<file path="src/rtl/mains_bcd_clock.sv">
module mains_bcd_clock #(
  parameter int DIV_60HZ = 6,
  parameter int DIV_50HZ = 5,
  parameter int PW       = 3
) (
  input  logic       clk,
  input  logic       rst_n,
  input  logic       line_tick,
  input  logic       sel_50hz,
  input  logic       wr_enable,
  input  logic [2:0] reg_addr,
  input  logic [7:0] reg_wdata,
  input  logic       reg_wr,
  input  logic       bus_stop,
  input  logic       reg_rd_snap,
  output logic [7:0] reg_rdata,
  output logic       sec_strobe,
  output logic       pwr_fail
);
  localparam int NREG = 8;
  localparam logic [PW-1:0] LIM60 = PW'(DIV_60HZ - 1);
  localparam logic [PW-1:0] LIM50 = PW'(DIV_50HZ - 1);

  logic [PW-1:0] presc;
  logic [3:0] sub;
  logic [6:0] sec, mnt;
  logic [7:0] hr, yr;
  logic [5:0] date;
  logic [4:0] mon;
  logic [2:0] dow;
  logic running, pending;
  logic [7:0] live [NREG];
  logic [7:0] shd  [NREG];

  function automatic logic [7:0] inc(input logic [7:0] v);
    inc = (v[3:0] == 4'd9) ? {v[7:4] + 4'd1, 4'd0} : v + 8'd1;
  endfunction

  wire [PW-1:0] lim = sel_50hz ? LIM50 : LIM60;
  wire wr_ok  = reg_wr & wr_enable;
  wire adv    = running & ~pending & ~wr_ok;
  wire tenth  = adv & line_tick & (presc >= lim);
  wire c_s    = tenth & (sub == 4'd9);
  wire c_m    = c_s & (sec == 7'h59);
  wire c_h    = c_m & (mnt == 7'h59);
  wire hr_end = hr[7] ? (hr[5:0] == 6'h23) : (hr[5] && hr[4:0] == 5'h11);
  wire c_d    = c_h & hr_end;

  wire [7:0] sec_i = inc({1'b0, sec});
  wire [7:0] mn_i  = inc({1'b0, mnt});
  wire [7:0] dt_i  = inc({2'b0, date});
  wire [7:0] mo_i  = inc({3'b0, mon});
  wire [7:0] yr_i  = inc(yr);
  wire [7:0] h24_i = inc({2'b0, hr[5:0]});
  wire [7:0] h12_i = inc({3'b0, hr[4:0]});
  wire [7:0] yr_bin = {4'b0, yr[7:4]} * 8'd10 + {4'b0, yr[3:0]};
  wire leap = (yr_bin[1:0] == 2'b00);

  logic [5:0] mlen;
  always_comb begin
    case (mon)
      5'h02:                      mlen = leap ? 6'h29 : 6'h28;
      5'h04, 5'h06, 5'h09, 5'h11: mlen = 6'h30;
      default:                    mlen = 6'h31;
    endcase
  end

  wire c_mo = c_d & (date == mlen);
  wire c_y  = c_mo & (mon == 5'h12);

  logic [7:0] hr_nx;
  always_comb begin
    if (hr[7])
      hr_nx = (hr[5:0] == 6'h23) ? 8'h80 : {2'b10, h24_i[5:0]};
    else if (hr[4:0] == 5'h12)
      hr_nx = {2'b00, hr[5], 5'h01};
    else if (hr[4:0] == 5'h11)
      hr_nx = {2'b00, ~hr[5], 5'h12};
    else
      hr_nx = {2'b00, hr[5], h12_i[4:0]};
  end

  always_comb begin
    live[0] = {1'b0, sec};
    live[1] = {1'b0, mnt};
    live[2] = hr;
    live[3] = {2'b0, date};
    live[4] = {3'b0, mon};
    live[5] = yr;
    live[6] = {5'b0, dow};
    live[7] = {4'b0, sub};
  end

  assign reg_rdata = shd[reg_addr];

  always_ff @(posedge clk or negedge rst_n) begin
    if (!rst_n) begin
      presc <= '0; sub <= '0; sec <= '0; mnt <= '0; hr <= '0;
      date <= 6'h01; mon <= 5'h01; yr <= '0; dow <= '0;
      running <= 1'b0; pending <= 1'b0; pwr_fail <= 1'b1; sec_strobe <= 1'b0;
      for (int i = 0; i < NREG; i++) shd[i] <= '0;
    end else begin
      sec_strobe <= c_s;
      if (reg_rd_snap)
        for (int i = 0; i < NREG; i++) shd[i] <= live[i];
      if (wr_ok) begin
        presc <= '0; sub <= '0; pending <= 1'b1; pwr_fail <= 1'b0;
        case (reg_addr)
          3'd0: sec  <= reg_wdata[6:0];
          3'd1: mnt  <= reg_wdata[6:0];
          3'd2: hr   <= {reg_wdata[7], 1'b0, reg_wdata[5:0]};
          3'd3: date <= reg_wdata[5:0];
          3'd4: mon  <= reg_wdata[4:0];
          3'd5: yr   <= reg_wdata;
          3'd6: dow  <= reg_wdata[2:0];
          default: ;
        endcase
      end else if (bus_stop && pending) begin
        pending <= 1'b0; running <= 1'b1; presc <= '0; sub <= '0;
      end else if (adv && line_tick) begin
        presc <= (presc >= lim) ? '0 : presc + 1'b1;
        if (tenth) sub <= (sub == 4'd9) ? 4'd0 : sub + 4'd1;
        if (c_s) sec <= (sec == 7'h59) ? 7'h00 : sec_i[6:0];
        if (c_m) mnt <= (mnt == 7'h59) ? 7'h00 : mn_i[6:0];
        if (c_h) hr <= hr_nx;
        if (c_d) begin
          dow  <= (dow == 3'd6) ? 3'd0 : dow + 3'd1;
          date <= c_mo ? 6'h01 : dt_i[5:0];
        end
        if (c_mo) mon <= c_y ? 5'h01 : mo_i[4:0];
        if (c_y) yr <= (yr == 8'h99) ? 8'h00 : yr_i;
      end
    end
  end

  AST_SUB_RANGE: assert property (@(posedge clk) disable iff (!rst_n) sub <= 4'd9);
  AST_FROZEN_IDLE: assert property (@(posedge clk) disable iff (!rst_n)
    (!running || pending) && !wr_ok |=> $stable({sub, sec, mnt, hr, date, mon, yr, dow}));
  AST_LOCKED_WRITE: assert property (@(posedge clk) disable iff (!rst_n)
    reg_wr && !wr_enable && !line_tick |=> $stable({sub, sec, mnt, hr, date, mon, yr, dow}));
  AST_STROBE_PULSE: assert property (@(posedge clk) disable iff (!rst_n)
    sec_strobe |=> !sec_strobe);
  AST_STROBE_SUB: assert property (@(posedge clk) disable iff (!rst_n)
    sec_strobe |-> sub == 4'd0);
  AST_PF_CLEAR: assert property (@(posedge clk) disable iff (!rst_n)
    $fell(pwr_fail) |-> $past(reg_wr && wr_enable));
endmodule

</file>
<file path="config.mk">
export PLATFORM = sky130hd
export DESIGN_NAME = mains_bcd_clock
export DESIGN_NICKNAME = d
export VERILOG_FILES = /design/src/rtl/mains_bcd_clock.sv
export SDC_FILE = /design/constraint.sdc
export NUM_CORES = 1
export LEC_CHECK = 0
export BUFFER_PORTS_ARGS = -buffer_cell sky130_fd_sc_hd__clkbuf_2
export CAP_MARGIN = 15
export CORE_MARGIN = 5
export CORE_UTILIZATION = 27
export DETAILED_ROUTE_END_ITERATION = 12
export PLACE_DENSITY = 0.53
export SLEW_MARGIN = 0
export SYNTH_ARGS = -nofsm -noshare
export SYNTH_HDL_FRONTEND = slang
export SYNTH_SLANG_ARGS = --single-unit
</file>
<file path="constraint.sdc">
create_clock -name clk -period 2.6 [get_ports clk]
set_input_delay 0.13 -clock clk [delete_from_list [all_inputs] [get_ports clk]]
set_output_delay 0.13 -clock clk [all_outputs]
set_load 0.05 [all_outputs]
</file>
# Word level (Yosys, flattened, before mapping)
# Cells that the tools add are included.
[classes] addsub=18 multipliers=1 div_mod_pow=0 order_cmp=2 eq_ne=36 n_shift=0 mux=70 bitwise_logic=15 n_reduce_logical=27
[ops] cell="two-way mux 8 bit" count=15
[ops] cell="two-way mux 7 bit" count=14
[ops] cell="two-way mux 6 bit" count=11
[ops] cell="two-way mux 5 bit" count=8
[ops] cell="two-way mux 3 bit" count=10
[ops] cell="== test 4 bit (second input constant)" count=7
[ops] cell="AND reduction 4 bit" count=7
[ops] cell="binary-select mux 8 bit (select 3 bit)" count=1
[ops] cell="== test 5 bit (second input constant)" count=4
[ops] cell="two-way mux 4 bit" count=5
[ops] cell="nonzero test 2 bit" count=8
[ops] cell="adder 7 x 1 -> 7 bit (second input constant)" count=2
[ops] cell="== test 7 bit (second input constant)" count=2
[ops] cell="!= test 2 x 1 -> 1 bit (second input constant)" count=7
[ops] cell="adder 3 x 1 -> 3 bit (second input constant)" count=4
[ops] cell="adder 6 x 1 -> 6 bit (second input constant)" count=2
[ops] cell="== test 3 bit (second input constant)" count=4
[ops] cell="AND 1 bit" count=11
[ops] cell="adder 5 x 1 -> 5 bit (second input constant)" count=2
[ops] cell="== test 5 x 3 -> 1 bit (second input constant)" count=2
[ops] cell="case mux 5 bit (2 select lines)" count=1
[ops] cell="nonzero test 3 bit" count=3
[ops] cell="adder 4 x 1 -> 4 bit (second input constant)" count=2
[ops] cell="adder 8 x 1 -> 8 bit (second input constant)" count=1
[ops] cell="other kinds (24)" count=36
[totals] ff_bits=103 latchBits=0 ramBits=0 rom_bits=0 input_bits=19 out_inout_bits=10 elab_cells=191 n_memories=0

# Depth between registers and ports, before layout
# Gate-level depths: netlist (run 1).
[logic_depth] ltp_word=16 ltp_mapped=9 ltp_nobuf=8

# Worst setup path after synthesis (run 1)
# OpenSTA, ideal clock, no wires.
[synth_path] path_kind="flip-flop to flip-flop" startpoint="register presc[0]" endpoint="register date[5]" setup_ns=0.066 t_arrival_ns=2.088 required_ns=2.534 path_slack_ns=0.446 stages_incl_launch_ff=10 n_path_buf=1 period_less_slack_ns=2.154 cell_sequence="dfrtp_1 -> inv_1 -> ha_1 -> nor3b_1 -> nor4_4 -> o2111a_2 -> a31oi_1 -> buf_4 -> mux2_2 -> nand3_2"
[synth_between] elab_chain_cells=12 elab_cells_between_ends=14 classes_between="order compare (1); mux (5); bitwise (6); reduce/logical (2)"
[synth_lines] item="start: declaration" line_no="24" source="logic [PW-1:0] presc;"
[synth_lines] item="start signal: assignment" line_no="121" source="presc <= (presc >= lim) ? '0 : presc + 1'b1;"
[synth_lines] item=">= comparator 3 bit (*)" line_no="42" source="wire tenth = adv & line_tick & (presc >= lim);"
[synth_lines] item="AND 1 bit (*)" line_no="42"
[synth_lines] item="AND 1 bit (*)" line_no="43" source="wire c_s = tenth & (sub == 4'd9);"
[synth_lines] item="net c_s" line_no="43"
[synth_lines] item="AND 1 bit (*)" line_no="44" source="wire c_m = c_s & (sec == 7'h59);"
[synth_lines] item="AND 1 bit (*)" line_no="45" source="wire c_h = c_m & (mnt == 7'h59);"
[synth_lines] item="AND 1 bit (*)" line_no="47" source="wire c_d = c_h & hr_end;"
[synth_lines] item="AND 1 bit" line_no="68" source="wire c_mo = c_d & (date == mlen);"
[synth_lines] item="two-way mux 6 bit" line_no="128" source="date <= c_mo ? 6'h01 : dt_i[5:0];"
[synth_lines] item="two-way mux 6 bit" line_no="126" source="if (c_d) begin"
[synth_lines] item="two-way mux 6 bit" line_no="120" source="end else if (adv && line_tick) begin"
[synth_lines] item="two-way mux 6 bit" line_no="118" source="end else if (bus_stop && pending) begin"
[synth_lines] item="two-way mux 6 bit" line_no="106" source="if (wr_ok) begin"
[synth_lines] item="end signal: assignment" line_no="112" source="3'd3: date <= reg_wdata[5:0];"
[synth_lines] item="end signal: assignment" line_no="128"
[synth_lines] item="end: declaration" line_no="28" source="logic [5:0] date;"
# The timed path passes the listed nets; every way through them passes the cells marked *. The select of a mux whose other input is x is not followed.
# A chain may end at the register's enable or synchronous reset.

# Worst setup path after layout (run 1)
[layout_path] startpoint="register hr[3]" endpoint="register mon[3]"
[layout_between] elab_chain_cells=11 elab_cells_between_ends=14 classes_between="eq/ne (2); mux (6); bitwise (3); reduce/logical (3)"
[layout_lines] item="start: declaration" line_no="27" source="logic [7:0] hr, yr;"
[layout_lines] item="start signal: assignment" line_no="111" source="3'd2: hr <= {reg_wdata[7], 1'b0, reg_wdata[5:0]};"
[layout_lines] item="start signal: assignment" line_no="125" source="if (c_h) hr <= hr_nx;"
[layout_lines] item="== test 5 bit" line_no="46" source="wire hr_end = hr[7] ? (hr[5:0] == 6'h23) : (hr[5] && hr[4:0] == 5'h11);"
[layout_lines] item="logical AND 1 bit" line_no="46"
[layout_lines] item="two-way mux 1 bit (*)" line_no="46"
[layout_lines] item="AND 1 bit (*)" line_no="47"
[layout_lines] item="AND 1 bit (*)" line_no="68"
[layout_lines] item="AND 1 bit" line_no="69" source="wire c_y = c_mo & (mon == 5'h12);"
[layout_lines] item="two-way mux 5 bit (2 in series)" line_no="130" source="if (c_mo) mon <= c_y ? 5'h01 : mo_i[4:0];"
[layout_lines] item="two-way mux 5 bit" line_no="120"
[layout_lines] item="two-way mux 5 bit" line_no="118"
[layout_lines] item="two-way mux 5 bit" line_no="106"
[layout_lines] item="end signal: assignment" line_no="113" source="3'd4: mon <= reg_wdata[4:0];"
[layout_lines] item="end signal: assignment" line_no="130"
[layout_lines] item="end: declaration" line_no="29" source="logic [4:0] mon;"
# Every way passes the cells marked *; elsewhere a longest branch is shown, timed or not. The select of a mux whose other input is x is not followed.

==> qor.json, run 1 <==
{
  "global_route": {
    "grt_overflow": 0,
    "gr-usage-all-layers_pct": 13.39,
    "grt_max_degree": 48,
    "antenna_violations_before_repair": 0,
    "grt_pass1_vias": 4517,
    "wire_length_of_the_first_global_routing_pass_mm": 25.86
  },
  "critical_path": {
    "worst_setup_path_start_kind": "flop",
    "arrival_ns": 2.70,
    "worstSetupEndpointType": "flop",
    "worst_path_largest_cell_delay_ns": 0.39,
    "worst_path_max_fanout": 6,
    "crit_top_cell": "sky130_fd_sc_hd__buf_4",
    "setup.worst_path.class": "flop to flop",
    "path_cells": "nor3b_2 -> nor4b_1 -> buf_4 -> o2111a_2 -> buf_4 -> nand4bb_1 -> and2_4 -> mux2_4",
    "cp_data_required_time_ns": 2.84,
    "crit_path_top_delay_cell": "sky130_fd_sc_hd__dfrtp_1"
  },
  "sta": {
    "maxSlewViolCount": 0,
    "post-route-min-period_ns": 2.466,
    "rsz0062_at_grt": "no",
    "tns_setup_ns": 0,
    "fin_crit_sh_pct": 94.83,
    "finalSetupViolations": 0,
    "max-slew-margin-rel_pct": 53.57,
    "timing.fmax_ghz": 0.4056,
    "fin_skew_ns": 0.007755,
    "final_hold_viol_count": 0,
    "worst_pin_slew_ns": 0.6965,
    "fin_worst_hold_slack_ns": 0.07168
  },
  "routing": {
    "first_pass_iters": 5,
    "drt-initial-drc-count": 311,
    "totalWireLength_mm": 16.27,
    "via_count": 4588,
    "detail_route.wl_per_cell_um": 18.10,
    "vias_per_instance": 5.103,
    "antenna_violating_nets_post_route": 0,
    "drc": 0
  },
  "synth": {
    "syn-instance-count": 579,
    "ys_seq_area_share_pct": 42.98,
    "synth_enable_flop_cells": 0,
    "asyncSetResetFlopFracSynth_pct": 100.0,
    "dominantRegCellSynth": "sky130_fd_sc_hd__dfrtp_1",
    "syn_nets": 617,
    "yosys_warnings": 0,
    "ys_ff_latch": 101,
    "total_standard_cell_area_after_synthesis_um2": 5889,
    "yosysUniqueCellTypes": 70,
    "synth.avg_cell_area_um2": 10.17
  },
  "floorplanning": {
    "io_pins": 29,
    "die_area_um2": 24870,
    "initial_utilization_pct": 27.24,
    "die_h_um": 157.7,
    "floorplan.die.width_um": 157.7,
    "core-area_um2": 21620,
    "std_cell_rows": 54
  },
  "finish": {
    "syn2layout_area_growth_pct": 14.87,
    "mostFrequentLayoutCell": "sky130_fd_sc_hd__dfrtp_1",
    "diodes": 0,
    "fin_nets": 652,
    "drive_above_1_share_pct": 26.49,
    "final_cell_mix": "sky130_fd_sc_hd__dfrtp_1 (98), sky130_fd_sc_hd__mux2_2 (58), sky130_fd_sc_hd__nand2_1 (43), sky130_fd_sc_hd__o21ai_0 (41), sky130_fd_sc_hd__nor2_1 (39)"
  },
  "cts": {
    "worst_setup_hold_path_clk_slew_ns": 0.07,
    "cts-buffers-inserted": 9,
    "clock_sinks": 101,
    "h-tree-depth": 3,
    "root_buffer": "sky130_fd_sc_hd__clkbuf_16",
    "setup_bufs_post_cts": 0,
    "cts_tree": "built",
    "cts-root-to-sink-buffers": 2,
    "clkLatencyLatePin_ns": 0.35
  },
  "pwr": {
    "powerDensity_nw_per_um2": 742.9,
    "share_of_power_burned_in_registers_pct": 45.7,
    "p_leak_nw": 2.937,
    "worst_ir_drop_on_vdd_mv": 0.3220,
    "swShare_pct": 34.39,
    "fin_total_pwr_w": 0.005026,
    "intPower_w": 0.003298,
    "pwr-share-comb_pct": 28.8,
    "clock_power_share_pct": 25.5,
    "p_sw_w": 0.001728
  },
  "hold_path": {
    "worst_hold_path_type": "primary input to flop"
  },
  "run_status": {
    "run_status": "completed"
  },
  "place": {
    "dp_hpwl_mm": 11.43,
    "globalplace.congestion": 0.8071,
    "place.port_buffers": 28
  },
  "job": {
    "max_cap_viol_count": 0
  }
}
-- worst paths after layout --
path                                       from                    to  slack [ns]  cells after the start
setup reg to reg              hr[3]$_DFFE_PN0P_    mon[3]$_DFFE_PN0P_        0.13                      8
setup / recovery              hr[3]$_DFFE_PN0P_    mon[3]$_DFFE_PN0P_        0.13                      8
max in group asynchronous                 rst_n    mon[0]$_DFFE_PN1P_        1.54                      3
hold reg to reg            pwr_fail$_DFFE_PN1P_  pwr_fail$_DFFE_PN1P_        0.49                      1
min in group asynchronous                 rst_n    mnt[0]$_DFFE_PN0P_        0.32                      2
hold / removal                     reg_wdata[7]     hr[7]$_DFFE_PN0P_        0.07                      3
-- sequential cells by signal, summed over array words and instances, names as in the netlist, 4 cells and up --
name / flops
yr: 8
mnt: 7
shd: 47
sub: 4
date: 6
mon: 5
sec: 7
hr: 7
-- stage by stage --
| stage | instances | area, µm² | setup slack [ns] | util (%) |
|---|---|---|---|---|
| floorplan | 579 | 5889 | 0.4458 | - |
| global placement | 881 | 6467 | 0.06577 | 29.91 |
| detailed placement | 881 | 6467 | 0.03751 | 29.91 |
| CTS | 899 | 6759 | 0.01776 | 31.26 |
| global route | 899 | 6765 | 0.03178 | 31.29 |
| finish | 899 | 6765 | 0.1344 | 31.29 |
-- cells in the mapped netlist (5+ instances only) --
library cell / n / area, µm²
sky130_fd_sc_hd__dfrtp_1: 98 / 2452
sky130_fd_sc_hd__mux2i_1: 11 / 110.1
sky130_fd_sc_hd__nand2_1: 43 / 161.4
sky130_fd_sc_hd__o21ai_0: 41 / 205.2
sky130_fd_sc_hd__buf_2: 6 / 30.03
sky130_fd_sc_hd__and3_1: 8 / 50.05
sky130_fd_sc_hd__nand4_1: 5 / 31.28
sky130_fd_sc_hd__ha_1: 19 / 237.7
sky130_fd_sc_hd__inv_1: 23 / 86.33
sky130_fd_sc_hd__nand2b_1: 7 / 43.79
sky130_fd_sc_hd__clkbuf_1: 27 / 101.4
sky130_fd_sc_hd__nand3_1: 16 / 80.08
sky130_fd_sc_hd__nor3b_1: 9 / 67.56
sky130_fd_sc_hd__nor2b_1: 10 / 62.56
sky130_fd_sc_hd__nor2_1: 39 / 146.4
sky130_fd_sc_hd__mux2_2: 58 / 653.1
sky130_fd_sc_hd__a31oi_1: 12 / 75.07
sky130_fd_sc_hd__o21ai_1: 6 / 30.03
sky130_fd_sc_hd__a21oi_1: 33 / 165.2
sky130_fd_sc_hd__mux4_2: 9 / 202.7
sky130_fd_sc_hd__o22ai_1: 8 / 50.05
-- cells by family (layout without fill, tap and decap cells) --
kind of cell	count (synthesis)	after routing	synth area share (%)
AOI/OAI and AO/OA	140	140	14.66
muxes	79	79	16.66
xor gates and xnor gates	7	7	1.041
and+or+nand+nor	174	174	16.61
DFF	101	101	42.98
buffers and inverters	59	99	4.015
adders and majority gates	19	19	4.037
-- power groups by stage --
stage	Sequential [W]	Clock [W]	Combinational, W
2_1_floorplan	0.00216	0	0.00112
3_3_place_gp	0.00231	0	0.00145
3_5_place_dp	0.00232	0	0.00145
4_1_cts	0.00229	0.00132	0.00146
5_1_grt	0.00235	0.00137	0.00163
6_report	0.00230	0.00128	0.00145
-- area by class of cell --
type                       count  area [µm²]
clock buffer                  12       246.5
clock inverter                 4       25.02
fill                        2263       14860
inverter                      24       90.09
multi-input combinational    419        3129
sequential                   101        2531
tap                          280       350.3
timing repair buffer          59       392.9
-- layer usage --
layer	vias up	track usage [%]	part of all wire (%)
li1	2174	-	-
met4	0	4.670	2.0
met5	-	0	0
met1	2300	18.70	47
met2	96	21.50	48
met3	18	1.613	3.0
-- what timing repair did --
item	in CTS	in global routing
gates resized for setup	0	1
hold buffers	2	0
endpoints found under the setup margin	0	4
endpoints found under the hold margin	39	0
-- critical path, delay by kind of cell, from the launching register on --
| kind | cells | cell delay, ns |
|---|---|---|
| and+or+nand+nor | 4 | 1.15 |
| buffers and inverters | 2 | 0.32 |
| muxes | 1 | 0.29 |
| DFF | 1 | 0.39 |
| AOI/OAI and AO/OA | 1 | 0.20 |
No activity file was read; power rests on OpenSTA's default activity.
==> run 2: changes to the inputs <==
CORE_UTILIZATION = 50   (was 27)
PLACE_DENSITY = 0.78   (was 0.53)
==> qor.json, run 2 (synthesis gave the netlist of run 1 again) <==
{
  "run_status": {
    "run_status": "completed"
  },
  "global_route": {
    "grt_max_degree": {"value": 56, "change": "+17%"},
    "wire_length_of_the_first_global_routing_pass": {"value": 24.44, "unit": "mm", "change": "-5.5%"},
    "grt_overflow": {"value": 0, "change": "unchanged"},
    "grt_pass1_vias": {"value": 4689, "change": "+3.8%"},
    "antenna_violations_before_repair": {"value": 0, "change": "unchanged"},
    "gr-usage-all-layers": {"value": 21.42, "unit": "%", "change": "+8.0 points"}
  },
  "place": {
    "placed_cells": {"value": 732, "change": "-17%"},
    "place.port_buffers": {"value": 28, "change": "unchanged"},
    "dp_hpwl": {"value": 10.75, "unit": "mm", "change": "-5.9%"},
    "globalplace.congestion": {"value": 0.9486, "change": "+18%"}
  },
  "critical_path": {
    "timing.reg2reg.setup_slack": {"value": 0.15, "unit": "ns", "change": "+0.02 ns"},
    "timing.critical_path.to": "date[5]$_DFFE_PN0P_",
    "worst_r2r_endpoint": "date[5]$_DFFE_PN0P_",
    "cp_data_required_time": {"value": 2.88, "unit": "ns", "change": "+0.04 ns"},
    "worstSetupEndpointType": "flop",
    "arrival": {"value": 2.73, "unit": "ns", "change": "+0.03 ns"},
    "setup.worst_path.class": "flop to flop",
    "worst_setup_path_start_kind": "flop",
    "worstRegToRegCells": {"value": 9, "change": "+1"},
    "reg2reg_from": "presc[0]$_DFFE_PN0P_",
    "worst_path_max_fanout": {"value": 6, "change": "unchanged"},
    "startpoint": "presc[0]$_DFFE_PN0P_"
  },
  "sta": {
    "rsz0062_at_grt": "no",
    "worst_pin_slew": {"value": 0.6514, "unit": "ns", "change": "-0.04514 ns"},
    "maxSlewViolCount": {"value": 0, "change": "unchanged"},
    "final_hold_viol_count": {"value": 0, "change": "unchanged"},
    "post-route-min-period": {"value": 2.448, "unit": "ns", "change": "-0.01776 ns"},
    "timing.fmax": {"value": 0.4085, "unit": "GHz", "change": "+0.73%"},
    "finalSetupViolations": {"value": 0, "change": "unchanged"},
    "fin_crit_sh": {"value": 94.15, "unit": "%", "change": "-0.68 points"},
    "fin_skew": {"value": 0.006742, "unit": "ns", "change": "-0.001013 ns"},
    "max-slew-margin-rel": {"value": 56.57, "unit": "%", "change": "+3.0 points"},
    "tns_setup": {"value": 0, "unit": "ns", "change": "unchanged"}
  },
  "finish": {
    "syn2layout_area_growth_pct": 11.58,
    "drive_above_1_share": {"value": 25.62, "unit": "%", "change": "-0.88 points"},
    "largest_register": "shd",
    "final_cell_mix": "sky130_fd_sc_hd__dfrtp_1 (98), sky130_fd_sc_hd__mux2_2 (58), sky130_fd_sc_hd__nand2_1 (43), sky130_fd_sc_hd__o21ai_0 (41), sky130_fd_sc_hd__nor2_1 (39)",
    "mostFrequentLayoutCell": "sky130_fd_sc_hd__dfrtp_1",
    "largest_register_ff_count": {"value": 47, "change": "unchanged"},
    "diodes": {"value": 0, "change": "unchanged"},
    "fillers": {"value": 945, "change": "-58%"},
    "fin_nets": {"value": 642, "change": "-1.5%"},
    "reg.largest.list": "shd x47, yr x8",
    "stdcell_count": {"value": 752, "change": "-16%"}
  },
  "cts": {
    "root_buffer": "sky130_fd_sc_hd__clkbuf_16",
    "clkLatencyLatePin": {"value": 0.34, "unit": "ns", "change": "about the same"},
    "worst_setup_hold_path_clk_slew": {"value": 0.07, "unit": "ns", "change": "about the same"},
    "clock_sinks": {"value": 101, "change": "unchanged"},
    "cts_tree": "built",
    "h-tree-depth": {"value": 3, "change": "unchanged"},
    "cts-buffers-inserted": {"value": 9, "change": "unchanged"},
    "cts-root-to-sink-buffers": {"value": 2, "change": "unchanged"}
  },
  "pwr": {
    "fin_total_pwr": {"value": 0.005072, "unit": "W", "change": "+0.92%"},
    "worst_ir_drop_on_vdd": {"value": 0.4126, "unit": "mV", "change": "+28%"},
    "powerDensity": {"value": 771.9, "unit": "nW/µm²", "change": "+3.9%"},
    "p_leak": {"value": 2.909, "unit": "nW", "change": "-0.96%"}
  },
  "floorplanning": {
    "std_cell_rows": {"value": 39, "change": "-28%"},
    "initial_utilization": {"value": 51.36, "unit": "%", "change": "+24 points"},
    "floorplan.die.width": {"value": 118.5, "unit": "µm", "change": "-25%"},
    "die_area": {"value": 14050, "unit": "µm²", "change": "-43%"},
    "core-area": {"value": 11470, "unit": "µm²", "change": "-47%"},
    "io_pins": {"value": 29, "change": "unchanged"},
    "die_h": {"value": 118.5, "unit": "µm", "change": "-25%"}
  },
  "routing": {
    "drc": {"value": 0, "change": "unchanged"},
    "detail_route.wl_per_cell": {"value": 20.11, "unit": "µm", "change": "+11%"},
    "drt-initial-drc-count": {"value": 483, "change": "+55%"},
    "vias_per_instance": {"value": 6.348, "change": "+24%"},
    "first_pass_iters": {"value": 7, "change": "+2"},
    "antenna_violating_nets_post_route": {"value": 0, "change": "unchanged"},
    "via_count": {"value": 4774, "change": "+4.1%"},
    "totalWireLength": {"value": 15.12, "unit": "mm", "change": "-7.1%"}
  },
  "job": {
    "max_cap_viol_count": {"value": 0, "change": "unchanged"}
  },
  "hold_path": {
    "worst_hold_path_type": "primary input to flop"
  }
}
run 2: changes by cell type in the layout (fill, tap and decap cells not counted), moves of 2 or more:
| cell | previous run | this run |
|---|---|---|
| sky130_fd_sc_hd__clkbuf_1 | 2 | 0 |
| sky130_fd_sc_hd__inv_6 | 0 | 3 |
| sky130_fd_sc_hd__buf_4 | 29 | 17 |
| sky130_fd_sc_hd__clkinv_2 | 2 | 0 |
| sky130_fd_sc_hd__buf_12 | 1 | 4 |
run 2: report_power, final:
group / leakage [nW] / internal [W] / switching, W
clock network: 0.138 / 0.000693 / 0.000628
registers: 1.19 / 0.00192 / 0.000422
logic: 1.58 / 0.000666 / 0.000743
total: 2.91 / 0.00328 / 0.00179
run 2: routing by layer:
metal,GRT usage [%],up-vias,routed length (µm)
met3,3.820,55,1053
li1,-,2160,-
met5,0,-,0
met1,29.41,2338,6341
met4,8.292,0,566
met2,33.92,221,7158
run 2: worst min path at each step:
stage / from / to / slack [ns] / cells past startpoint
detailed placement: rst_n / shd[58]$_DFFE_PN0P_ / 0.09 / 1
finish: bus_stop / pending$_DFFE_PN0P_ / 0.009 / 2
global route: bus_stop / pending$_DFFE_PN0P_ / 0.04 / 2
floorplan: rst_n / date[1]$_DFFE_PN0P_ / -0.17 / 0
global placement: rst_n / sec[1]$_DFFE_PN0P_ / 0.08 / 1
CTS: bus_stop / pending$_DFFE_PN0P_ / 0.007 / 2
run 2: cell type report:
class | count | area (µm²) | share of cell area [%]
multi-input combinational | 419 | 3127 | 47.58
clock buffer | 10 | 239.0 | 3.637
sequential | 101 | 2531 | 38.52
timing repair buffer | 49 | 352.8 | 5.369
inverter | 24 | 90.09 | 1.371
clock inverter | 6 | 52.55 | 0.7997
tap | 143 | 178.9 | 2.723
run 2: critical path, cell delays in order, from the launching register on:
cell and delay (ns):
sky130_fd_sc_hd__dfrtp_1 0.38, sky130_fd_sc_hd__inv_1 0.06, sky130_fd_sc_hd__ha_1 0.27, sky130_fd_sc_hd__nor3b_1 0.08, sky130_fd_sc_hd__nor4_4 0.39, sky130_fd_sc_hd__o2111a_2 0.35
sky130_fd_sc_hd__a31oi_1 0.07, sky130_fd_sc_hd__buf_4 0.21, sky130_fd_sc_hd__or4_1 0.49, sky130_fd_sc_hd__nand3_2 0.09
run 2: repair_timing:
action | CTS | global route
hold buffers | 1 | 0
endpoints found under the hold margin | 26 | 0
setup endpoints to repair | 0 | 6
gates resized for setup | 0 | 1
setup buffers | 0 | 3
run 2: stage by stage:
| stage | hold slack, ns | utilization (%) | setup slack [ns] | area, µm² |
|---|---|---|---|---|
| final | 0.008948 | 57.30 | 0.1522 | 6571 |
| after global routing | 0.04081 | 57.30 | 0.01453 | 6571 |
| after CTS | 0.007440 | 57.06 | 0.07361 | 6544 |
| after detailed placement | 0.08786 | 54.44 | 0.08673 | 6242 |
| after global placement | 0.08487 | 54.44 | 0.1644 | 6242 |
| after floorplan | -0.1656 | - | 0.4458 | 5889 |
==> run 3: changes to the inputs <==
==> constraint.sdc (replaced) <==
create_clock -name clk -period 2.6 [get_ports clk]
set_input_delay 0.13 -clock clk [delete_from_list [all_inputs] [get_ports clk]]
set_output_delay 0.13 -clock clk [all_outputs]
set_load 0.005 [all_outputs]
==> qor.json, run 3 (synthesis gave the netlist of run 1 again) <==
{
  "cts": {
    "cts_tree": "built",
    "root_buffer": "sky130_fd_sc_hd__clkbuf_16",
    "clkLatencyLatePin": {"value": 0.34, "unit": "ns", "change": "about the same"},
    "cts-root-to-sink-buffers": {"value": 2, "change": "unchanged"},
    "h-tree-depth": {"value": 3, "change": "unchanged"},
    "cts-buffers-inserted": {"value": 9, "change": "unchanged"},
    "worst_setup_hold_path_clk_slew": {"value": 0.07, "unit": "ns", "change": "about the same"},
    "clock_sinks": {"value": 101, "change": "unchanged"}
  },
  "place": {
    "pre_cts_slack": {"value": 0.04205, "unit": "ns", "change": "-0.04468 ns"},
    "place.port_buffers": {"value": 28, "change": "unchanged"},
    "placed_area": {"value": 6257, "unit": "µm²", "change": "+0.24%"},
    "globalplace.congestion": {"value": 0.9511, "change": "+0.26%"},
    "dp_hpwl": {"value": 11.00, "unit": "mm", "change": "+2.3%"}
  },
  "critical_path": {
    "worstSetupEndpointType": "flop",
    "worst_path_largest_cell_delay": {"value": 0.48, "unit": "ns", "change": "about the same"},
    "cpLargestDelayFamily": "simple AND/OR/NAND/NOR gates",
    "cp_data_required_time": {"value": 2.88, "unit": "ns", "change": "about the same"},
    "worst_path_max_fanout": {"value": 7, "change": "+1"},
    "worst_r2r_endpoint": "date[5]$_DFFE_PN0P_",
    "critical_path.n_buffers_inverters": {"value": 2, "change": "unchanged"},
    "reg2reg_from": "presc[0]$_DFFE_PN0P_",
    "path_cells": "inv_1 -> ha_1 -> nor3b_1 -> nor4_4 -> o2111a_2 -> a31oi_1 -> buf_4 -> or4_4 -> nand3_2",
    "timing.reg2reg.setup_slack": {"value": 0.12, "unit": "ns", "change": "-0.04 ns"},
    "worstRegToRegCells": {"value": 9, "change": "unchanged"},
    "worst_setup_path_start_kind": "flop",
    "setup.worst_path.class": "flop to flop",
    "arrival": {"value": 2.76, "unit": "ns", "change": "+0.03 ns"},
    "crit_path_top_delay_cell": "sky130_fd_sc_hd__or4_4"
  },
  "global_route": {
    "grt_max_degree": {"value": 56, "change": "unchanged"},
    "wire_length_of_the_first_global_routing_pass": {"value": 24.58, "unit": "mm", "change": "+0.59%"},
    "grt_overflow": {"value": 0, "change": "unchanged"},
    "antenna_violations_before_repair": {"value": 0, "change": "unchanged"},
    "grt_pass1_vias": {"value": 4737, "change": "+1.0%"},
    "gr-usage-all-layers": {"value": 21.55, "unit": "%", "change": "+0.14 points"}
  },
  "sta": {
    "final_hold_viol_count": {"value": 0, "change": "unchanged"},
    "fin_crit_sh": {"value": 95.55, "unit": "%", "change": "+1.4 points"},
    "finalWorstSetupSlack": {"value": 0.1158, "unit": "ns", "change": "-0.03638 ns"},
    "finalSetupViolations": {"value": 0, "change": "unchanged"},
    "post-route-min-period": {"value": 2.484, "unit": "ns", "change": "+0.03638 ns"},
    "fin_worst_hold_slack": {"value": 0.01092, "unit": "ns", "change": "+0.001976 ns"},
    "tns_setup": {"value": 0, "unit": "ns", "change": "unchanged"},
    "max-slew-margin-rel": {"value": 54.66, "unit": "%", "change": "-1.9 points"},
    "timing.fmax": {"value": 0.4025, "unit": "GHz", "change": "-1.5%"},
    "worst_pin_slew": {"value": 0.6801, "unit": "ns", "change": "+0.02875 ns"},
    "fin_skew": {"value": 0.01300, "unit": "ns", "change": "+0.006259 ns"},
    "maxSlewViolCount": {"value": 0, "change": "unchanged"}
  },
  "floorplanning": {
    "die_area": {"value": 14050, "unit": "µm²", "change": "unchanged"},
    "floorplan.die.width": {"value": 118.5, "unit": "µm", "change": "unchanged"},
    "io_pins": {"value": 29, "change": "unchanged"},
    "initial_utilization": {"value": 51.36, "unit": "%", "change": "unchanged"},
    "die_h": {"value": 118.5, "unit": "µm", "change": "unchanged"},
    "std_cell_rows": {"value": 39, "change": "unchanged"},
    "core-area": {"value": 11470, "unit": "µm²", "change": "unchanged"}
  },
  "pwr": {
    "powerDensity": {"value": 760.3, "unit": "nW/µm²", "change": "-1.5%"},
    "worst_ir_drop_on_vdd": {"value": 0.3676, "unit": "mV", "change": "-11%"},
    "p_leak": {"value": 2.927, "unit": "nW", "change": "+0.61%"}
  },
  "routing": {
    "via_count": {"value": 4754, "change": "-0.42%"},
    "detail_route.wl_per_cell": {"value": 19.96, "unit": "µm", "change": "-0.71%"},
    "drc": {"value": 0, "change": "unchanged"},
    "vias_per_instance": {"value": 6.305, "change": "-0.68%"},
    "first_pass_iters": {"value": 5, "change": "-2"},
    "drt-initial-drc-count": {"value": 528, "change": "+9.3%"},
    "totalWireLength": {"value": 15.05, "unit": "mm", "change": "-0.44%"},
    "antenna_violating_nets_post_route": {"value": 0, "change": "unchanged"}
  },
  "finish": {
    "multiInputGateArea": {"value": 3131, "unit": "µm²", "change": "+0.12%"},
    "mostFrequentLayoutCell": "sky130_fd_sc_hd__dfrtp_1",
    "diodes": {"value": 0, "change": "unchanged"},
    "largest_register_ff_count": {"value": 47, "change": "unchanged"},
    "fin_nets": {"value": 644, "change": "+0.31%"},
    "syn2layout_area_growth_pct": 12.09,
    "sequential_cell_area": {"value": 2531, "unit": "µm²", "change": "unchanged"},
    "final_cell_mix": "sky130_fd_sc_hd__dfrtp_1 (98), sky130_fd_sc_hd__mux2_2 (58), sky130_fd_sc_hd__nand2_1 (43), sky130_fd_sc_hd__o21ai_0 (41), sky130_fd_sc_hd__nor2_1 (39)",
    "largest_register": "shd",
    "drive_above_1_share": {"value": 25.86, "unit": "%", "change": "+0.24 points"},
    "final_util": {"value": 57.57, "unit": "%", "change": "+0.26 points"},
    "cell_area_after_layout": {"value": 6601, "unit": "µm²", "change": "+0.46%"},
    "reg.largest.list": "shd x47, yr x8",
    "fillers": {"value": 934, "change": "-1.2%"}
  },
  "hold_path": {
    "worst_hold_path_type": "primary input to flop",
    "min_to": "pending$_DFFE_PN0P_",
    "hold_path_startpoint": "bus_stop",
    "worst_hold_path.num_cells": {"value": 2, "change": "unchanged"}
  },
  "job": {
    "max_cap_viol_count": {"value": 0, "change": "unchanged"}
  },
  "run_status": {
    "run_status": "completed"
  }
}
run 3: cell types whose count changed in the layout (fill, tap and decap cells not counted), sizes merged:
cell | before | now
clkinv | 0 | 2
clkbuf | 37 | 38
buf | 21 | 23
inv | 28 | 25
clkinvlp | 2 | 1
bufinv | 0 | 1
run 3: what timing repair did:
| item | CTS | global route |
|---|---|---|
| setup buffers | 0 | 3 |
| setup endpoints to repair | 0 | 10 |
| resized for setup | 0 | 2 |
| hold endpoints to repair | 26 | 0 |
| hold buffers | 1 | 0 |
run 3: where the power goes:
part | leakage, nW | internal (W) | switching (W)
Clock | 0.146 | 0.000777 | 0.000592
Sequential | 1.19 | 0.00192 | 0.000413
Combinational | 1.59 | 0.000671 | 0.000645
Total | 2.93 | 0.00337 | 0.00165
run 3: final cells by class:
cell class,count,area share [%]
well taps,143,2.710
inverters,24,1.365
multi-input cells,419,47.42
clock buffers,11,3.677
clock inverters,5,0.9098
repair buffers,51,5.572
flip-flops and latches,101,38.34
run 3: metrics by stage:
step	total power (W)	instances
2_1_floorplan	0.003179	579
3_3_place_gp	0.003543	734
3_5_place_dp	0.003643	734
4_1_cts	0.005017	751
5_1_grt	0.005297	754
6_report	0.005019	754
run 3: per-layer routing:
metal,GRT usage (%),up-vias,wire (µm)
li1,-,2168,-
met1,30.52,2344,6490
met2,34.30,207,7310
met3,2.531,35,874
met4,7.867,0,378
met5,0,-,0
run 3: worst max-delay path by stage:
stage	start	to	cells past startpoint	slack, ns
2_1_floorplan	presc[0]$_DFFE_PN0P_	date[5]$_DFFE_PN0P_	9	0.45
3_3_place_gp	sub[1]$_DFFE_PN0P_	mon[3]$_DFFE_PN0P_	8	0.16
3_5_place_dp	sub[1]$_DFFE_PN0P_	mon[3]$_DFFE_PN0P_	8	0.04
4_1_cts	sub[1]$_DFFE_PN0P_	mon[3]$_DFFE_PN0P_	8	0.05
5_1_grt	presc[0]$_DFFE_PN0P_	date[5]$_DFFE_PN0P_	9	-0.005
6_report	presc[0]$_DFFE_PN0P_	date[5]$_DFFE_PN0P_	9	0.12
